**src/rtl/ivt_pkg.sv**
```systemverilog
package ivt_pkg;
    localparam int CNT_W  = 12;
    localparam int LO_W   = 8;
    localparam int HI_W   = CNT_W - LO_W;
    localparam int NSRC   = 6;
    localparam int ADDR_W = 3;
    localparam int DATA_W = 8;

    // source bit positions, shared by both enable registers
    localparam int SRC_CART = 0;
    localparam int SRC_KBD  = 1;
    localparam int SRC_SER  = 2;
    localparam int SRC_VB   = 3;
    localparam int SRC_HB   = 4;
    localparam int SRC_TMR  = 5;

    typedef enum logic [ADDR_W-1:0] {
        A_CTRL = 3'd0,
        A_IEN  = 3'd1,
        A_FEN  = 3'd2,
        A_CHI  = 3'd3,
        A_CLO  = 3'd4
    } reg_addr_e;

    typedef struct packed {
        logic clk_sel;   // 1 = line sync tick
        logic firq_on;
        logic irq_on;
    } ctrl_t;

    typedef logic [NSRC-1:0]  src_vec_t;
    typedef logic [CNT_W-1:0] count_t;

    function automatic count_t join_count(input logic [HI_W-1:0] hi,
                                          input logic [LO_W-1:0] lo);
        return {hi, lo};
    endfunction

    function automatic src_vec_t pack_sources(input logic tmr, input logic hb,
                                              input logic vb, input logic ser,
                                              input logic kbd, input logic cart);
        src_vec_t v;
        v           = '0;
        v[SRC_TMR]  = tmr;
        v[SRC_HB]   = hb;
        v[SRC_VB]   = vb;
        v[SRC_SER]  = ser;
        v[SRC_KBD]  = kbd;
        v[SRC_CART] = cart;
        return v;
    endfunction
endpackage

```
**src/rtl/ivt_regs.sv**
```systemverilog
module ivt_regs
    import ivt_pkg::*;
(
    input  logic              clk,
    input  logic              rst,
    input  logic              wr_en,
    input  logic [ADDR_W-1:0] addr,
    input  logic [DATA_W-1:0] wr_data,
    output ctrl_t             ctrl,
    output src_vec_t          ien,
    output src_vec_t          fen,
    output logic [HI_W-1:0]   hi_stage,
    output logic              load,
    output count_t            load_val
);
    logic unused_hi_bits;
    assign unused_hi_bits = ^wr_data[DATA_W-1:NSRC];

    assign load     = wr_en && (addr == A_CLO);
    assign load_val = join_count(hi_stage, wr_data[LO_W-1:0]);

    always_ff @(posedge clk) begin
        if (rst) begin
            ctrl     <= '0;
            ien      <= '0;
            fen      <= '0;
            hi_stage <= '0;
        end else if (wr_en) begin
            case (addr)
                A_CTRL:  ctrl     <= ctrl_t'(wr_data[$bits(ctrl_t)-1:0]);
                A_IEN:   ien      <= wr_data[NSRC-1:0];
                A_FEN:   fen      <= wr_data[NSRC-1:0];
                A_CHI:   hi_stage <= wr_data[HI_W-1:0];
                default: ;
            endcase
        end
    end
endmodule

```
**src/rtl/ivt_timer.sv**
```systemverilog
module ivt_timer
    import ivt_pkg::*;
(
    input  logic   clk,
    input  logic   rst,
    input  logic   fast_tick,
    input  logic   line_tick,
    input  logic   sel_line,
    input  logic   load,
    input  count_t load_val,
    output logic   evt,
    output count_t reload
);
    count_t cnt_q;
    logic   tick;
    logic   running;
    logic   last;

    assign tick    = sel_line ? line_tick : fast_tick;
    assign running = (reload != '0);
    assign last    = (cnt_q == count_t'(1));
    assign evt     = tick && running && last && !load;

    always_ff @(posedge clk) begin
        if (rst) begin
            reload <= '0;
            cnt_q  <= '0;
        end else if (load) begin
            reload <= load_val;
            cnt_q  <= load_val;
        end else if (tick && running) begin
            cnt_q  <= last ? reload : cnt_q - count_t'(1);
        end
    end
endmodule

```
**src/rtl/ivt_pend_bank.sv**
```systemverilog
module ivt_pend_bank
    import ivt_pkg::*;
(
    input  logic     clk,
    input  logic     rst,
    input  src_vec_t evt,
    input  src_vec_t en,
    input  logic     clr,
    input  logic     master,
    output src_vec_t pend,
    output logic     req
);
    for (genvar i = 0; i < NSRC; i++) begin : g_flag
        always_ff @(posedge clk) begin
            if (rst)
                pend[i] <= 1'b0;
            else
                pend[i] <= (pend[i] && !clr) || (evt[i] && en[i]);
        end
    end

    assign req = master && |(pend & en);
endmodule

```
**src/rtl/ivt_irq_top.sv**
```systemverilog
module ivt_irq_top
    import ivt_pkg::*;
(
    input  logic              clk,
    input  logic              rst,
    input  logic              wr_en,
    input  logic              rd_en,
    input  logic [ADDR_W-1:0] addr,
    input  logic [DATA_W-1:0] wr_data,
    output logic [DATA_W-1:0] rd_data,
    input  logic              fast_tick,
    input  logic              line_tick,
    input  logic              hbord_evt,
    input  logic              vbord_evt,
    input  logic              ser_evt,
    input  logic              kbd_evt,
    input  logic              cart_evt,
    output logic              irq,
    output logic              firq
);
    ctrl_t           ctrl;
    src_vec_t        ien, fen, irq_pend, firq_pend, evt_vec;
    logic [HI_W-1:0] hi_stage;
    logic            load, tmr_evt;
    count_t          load_val, tmr_reload;
    logic            irq_master, firq_master;

    assign irq_master  = ctrl.irq_on;
    assign firq_master = ctrl.firq_on;

    ivt_regs u_regs (
        .clk(clk), .rst(rst), .wr_en(wr_en), .addr(addr), .wr_data(wr_data),
        .ctrl(ctrl), .ien(ien), .fen(fen), .hi_stage(hi_stage),
        .load(load), .load_val(load_val)
    );

    ivt_timer u_timer (
        .clk(clk), .rst(rst), .fast_tick(fast_tick), .line_tick(line_tick),
        .sel_line(ctrl.clk_sel), .load(load), .load_val(load_val),
        .evt(tmr_evt), .reload(tmr_reload)
    );

    assign evt_vec = pack_sources(tmr_evt, hbord_evt, vbord_evt,
                                  ser_evt, kbd_evt, cart_evt);

    ivt_pend_bank u_irq_bank (
        .clk(clk), .rst(rst), .evt(evt_vec), .en(ien),
        .clr(rd_en && (addr == A_IEN)), .master(irq_master),
        .pend(irq_pend), .req(irq)
    );

    ivt_pend_bank u_firq_bank (
        .clk(clk), .rst(rst), .evt(evt_vec), .en(fen),
        .clr(rd_en && (addr == A_FEN)), .master(firq_master),
        .pend(firq_pend), .req(firq)
    );

    always_ff @(posedge clk) begin
        if (rst) begin
            rd_data <= '0;
        end else if (rd_en) begin
            case (addr)
                A_CTRL:  rd_data <= DATA_W'(ctrl);
                A_IEN:   rd_data <= DATA_W'(irq_pend);
                A_FEN:   rd_data <= DATA_W'(firq_pend);
                A_CHI:   rd_data <= DATA_W'(hi_stage);
                default: rd_data <= '0;
            endcase
        end
    end
endmodule

```
**config.mk**
```make
export PLATFORM = sky130hd
export DESIGN_NAME = ivt_irq_top
export DESIGN_NICKNAME = d
export VERILOG_FILES = /design/src/rtl/ivt_pkg.sv /design/src/rtl/ivt_regs.sv /design/src/rtl/ivt_timer.sv /design/src/rtl/ivt_pend_bank.sv /design/src/rtl/ivt_irq_top.sv
export SDC_FILE = /design/constraint.sdc
export NUM_CORES = 1
export LEC_CHECK = 0
export ABC_CLOCK_PERIOD_IN_PS = 5350
export BUFFER_PORTS_ARGS = -buffer_cell sky130_fd_sc_hd__clkbuf_2
export CAP_MARGIN = 20
export CORE_UTILIZATION = 31
export CTS_BUF_LIST = sky130_fd_sc_hd__clkbuf_4 sky130_fd_sc_hd__clkbuf_8 sky130_fd_sc_hd__clkbuf_16
export DETAILED_ROUTE_END_ITERATION = 10
export SLEW_MARGIN = 15
export SYNTH_ARGS = -nofsm -noshare
export SYNTH_HDL_FRONTEND = slang
export SYNTH_SLANG_ARGS = --single-unit
```
**constraint.sdc**
```tcl
create_clock -name clk -period 5.35 [get_ports clk]
set_input_delay 0.2675 -clock clk [delete_from_list [all_inputs] [get_ports clk]]
set_output_delay 0.2675 -clock clk [all_outputs]
set_load 0.02 [all_outputs]
```
# == Word level (Yosys, flattened, before mapping) ==
# Index checks and enable logic that the tools add are counted.
# Widths: inputs -> output; s select.
# classes
mux,5
eq_ne,5
n_addsub,1
bitwise_logic,2
n_reduce_logical,56
# ops
op,count
$mux 12,3
$logic_and 1x1->1,32
$pmux 6 s4,1
$and 6x6->6,2
$eq 12x1->1 const B,1
$logic_or 1x1->1,12
$reduce_bool 12->1,1
$reduce_or 6->1,2
$sub 12x1->12 const B,1
$reduce_and 2->1,4
$eq 3x2->1 const B,2
$eq 3x1->1 const B,1
$eq 3x3->1 const B,1
$logic_not 1->1,3
$logic_not 3->1,1
$reduce_bool 2->1,1
$mux 1,1
# word_totals
ff_bits,63
in_bits,22
wordCells,90
out_inout_bits,10

# == Logic depth before layout (Yosys ltp) ==
# logic_depth
ltp_word,6
depth_mapped,8
ltp_nobuf,7

# == Modules after synthesis ==
# From an unflattened synthesis, not the netlist that was laid out.
# unflattened
cells_unflattened,366
area_unflattened_um2,3239.4
# modules_own_cells
module,n_inst,cells_per_inst,seq_area_each_um2,area_each_um2
ivt_timer,1,173,480.5,1413.9
ivt_regs,1,87,380.4,902.1
ivt_pend_bank,2,29,120.1,242.7
ivt_irq_top,1,48,120.1,437.9

# == Least setup slack after synthesis ==
# No wires, ideal clock.
# synth_path
kind,reg2reg
start,reg u_timer.cnt_q[0]
end,reg u_timer.cnt_q[8]
required_ns,5.230
path_stages_with_launch,8
slack_ns,3.415
arrival_time_ns,1.815
setup_ns,0.120
cell_sequence,dfxtp_1 > ha_1 > or4b_4 > buf_6 > or3_1 > a21oi_1 > nor3_1 > or2_1
# synth_between
elab_chain_cells,4
elab_cells_between_ends,5
classes_between,add/sub (1); eq/ne (1); mux (3)
# synth_lines
item,line_no,text
start: declaration,ivt_timer.sv:14,count_t cnt_q;
start signal: assignment,ivt_timer.sv:30,cnt_q <= load_val;
start signal: assignment,ivt_timer.sv:32,cnt_q <= last ? reload : cnt_q - count_t'(1);
$sub 12x1->12 / $eq 12x1->1 (equally long branches),"ivt_timer.sv:32, ivt_timer.sv:21",
$mux 12 *,ivt_timer.sv:32,
$mux 12 *,ivt_timer.sv:31,end else if (tick && running) begin
$mux 12 *,ivt_timer.sv:28,end else if (load) begin
# Mark *: on every way between the ends. The rest lies on a longest branch, timed or not. The select of a mux whose other input is x is not followed.
# A chain may end at the register's enable or synchronous reset.

# == Worst setup path after layout ==
# layout_path
start,reg u_timer.cnt_q[0]
end,reg u_timer.cnt_q[4]
# The elaborated chain is that of the path after synthesis.

==> out/summary.txt <==
Clock Pin Slew Worst Setup and Hold Paths - 0.07 ns
Mean cell area of the mapped netlist - 8.57 um2
Via-per-instance ratio - 5.43
Overall routed net length - 7320 um
Via count - 2,542
Ys async rst share - 0%
Predominant post-synthesis flop cell - dfxtp_1
Setup Fix Bufs, Post-CTS - 0
DRC violation count after routing - 0
Hold buffer count at CTS - 0
Floorplan die area - 9650 um2
Crit path launch type - flop
Detail Route Antenna Nets - 0
Number of gates given a new drive strength after cts - 0
Multi-input gate area - 1520 um2
CP max FO - 16
Final-stage net count - 379
Minimum setup slack after placement - 3.11 ns
Clock latency at the later pin of the worst-skew pair - 0.35 ns
Total clock buffers created by CTS - 9
Post-DR wirelength/cell - 15.6 um
Total number of H-tree levels - 3
Core occupancy in the finished layout - 36.5%
Layout area overhead - 12.5%
Height of the die - 98.2 um
Seq cells post-synth - 61
Top library cells by usage in the layout, fill and taps aside - dfxtp_1, nor2_1, nand2_1
Static Leak - 1.19 nW
Detailed Place HPWL - 5120 um
Upper clock frequency limit - 436 MHz
Setup-violating endpoint count in the final report - 0
Data arrival time at the worst-slack endpoint - 2.53 ns
Number of placement rows - 34
First-pass DRT Iterations - 7
Number of fill cells - 907
Number of max-slew violations in the final report - 0
Setup crit end kind - flop
Pin count of the biggest net entering global routing - 62
GR Util All Layers - 15.9%
RSZ-0062 raised after global routing - false
Starting density of the core - 32.4%
Area fraction of the dominant cell type after synthesis - 42.5%
Total gr overflow - 0
Seq/Total Area, Yosys - 42.5%
Via count of the first global-routing pass - 2,281
Maximum resistive drop on vdd - 0.124 mV
Root buf cell - clkbuf_8
First-pass GRT wire length - 11,900 um
Run status - complete, no violations
Final RePlAce weighted congestion - 0.882
Cell accounting for the most synthesized area - dfxtp_1
Share of cells above drive strength 1 - 14.7%
Number of antenna violations at the first check in global routing - 0
Gate count of the mapped netlist - 335
Port-buffer cells - 29
Total of warnings raised by yosys - 0
Final hold violation count - 0
Clock Sink Count - 61
Number of primary I/O pins - 32
Number of enable flip-flop cells after synthesis - 0
Class of the tightest hold or removal check - input pin to flop
Number of buffers on the longest clock path - 2
Worst Tran Pin Value - 1.00 ns
Power per unit of standard cell area - 313 nW/um2
Total Neg Setup Slack - 0 ns
Summed instance area of the synthesized netlist - 2870 um2
Max capacitance violation total - 0
Worst setup margin - 3.06 ns
Overall power after layout - 1.01 mW
Worst slew margin relative to its limit - 32.8%
Seq. cell area - 1220 um2
Required time reported for the critical path endpoint - 5.58 ns
CP Class - flop to flop
Crit path time final - 2.29 ns
Area inside the core boundary - 8850 um2
Maximum clock skew at final layout - 0.0143 ns
CTS tree - yes
Die extent in x - 98.2 um
Area contributors post-synth - dfxtp_1, mux2i_1, nor2_1
Antenna diodes - 0
Distinct cell type count of the synthesized netlist - 48
Tcrit/Tclk final - 42.9%
Violation count after the first detailed-routing iteration - 164
Leading cell type in the layout, fill and taps excluded - dfxtp_1
cell usage after synthesis, types with 3 or more instances:
library cell,instances
nor2_1,52
mux4_2,3
or4_1,3
a31oi_1,5
clkbuf_1,17
o22ai_1,3
nand2_1,31
nor3_1,6
nor4_1,6
mux2i_1,21
xnor2_1,3
a211oi_1,8
inv_1,6
a21oi_1,30
a22o_1,3
nor2b_1,11
dfxtp_1,61
a22oi_1,18
nand3_1,6
o21ai_0,6
power by group:
group          leakage (nW)  switching [mW]  internal (mW)  total, mW
clock network        0.0933           0.199          0.169      0.368
logic                 0.607          0.0932         0.0643      0.158
registers             0.494          0.0185          0.469      0.487
layout make-up:
cell class                 instances  share of cell area, %
multi-input combinational        247                   47.2
sequential                        61                   37.8
timing repair buffer              30                   4.73
tap                              108                   4.18
clock buffer                       9                   3.84
clock inverter                     7                   1.55
inverter                           6                  0.697
path summary, 6_finish.rpt:
path / cells after the start / slack, ns / from / to
worst max-delay path: 6 / 3.06 / u_timer.cnt_q[0]$_SDFFE_PP0P_ / u_timer.cnt_q[4]$_SDFFE_PP0P_
worst min-delay path: 3 / 0.15 / wr_data[7] / u_timer.reload[7]$_SDFFE_PP0P_
worst max register to register: 6 / 3.06 / u_timer.cnt_q[0]$_SDFFE_PP0P_ / u_timer.cnt_q[4]$_SDFFE_PP0P_
worst min register to register: 2 / 0.48 / u_timer.reload[0]$_SDFFE_PP0P_ / u_timer.reload[0]$_SDFFE_PP0P_
layer usage:
layer,GRT usage [%],up-vias,part of all wire [%]
li1,-,1255,-
met1,21.9,1210,47
met2,23.7,62,45
met3,2.72,15,4.5
met4,8.61,0,3.0
met5,0,-,0
kinds of logic after synthesis:
family | synth area share (%)
muxes | 10.1
other | 0.131
and+or+nand+nor | 20.2
adders and majority gates | 0.872
xor gates and xnor gates | 0.916
DFF | 42.5
buffers and inverters | 4.49
AOI/OAI and AO/OA | 20.8
state kept, by name, indices dropped and copies added, names as in the netlist:
register / flops
rd_data: 6
u_timer.reload: 12
u_regs.fen: 6
u_regs.hi_stage: 4
u_firq_bank.pend: 6
u_regs.ctrl: 3
u_regs.ien: 6
u_irq_bank.pend: 6
u_timer.cnt_q: 12
critical path, stage by stage (launching register included):
cell     delay, ns
dfxtp_1       0.42
ha_1          0.19
nor4b_1       0.35
nand3_1       0.54
mux2i_1       0.30
nor4_1        0.07
a311o_1       0.30
through the flow:
| step | area, um2 | hold slack (ns) | std cells |
|---|---|---|---|
| floorplan | 2870 | 0.403 | 336 |
| global placement | 3060 | 0.461 | 452 |
| detailed placement | 3060 | 0.470 | 452 |
| CTS | 3230 | 0.146 | 468 |
| global route | 3230 | 0.165 | 468 |
| finish | 3230 | 0.147 | 468 |
Note: power is estimated with default switching activity, not from simulation.
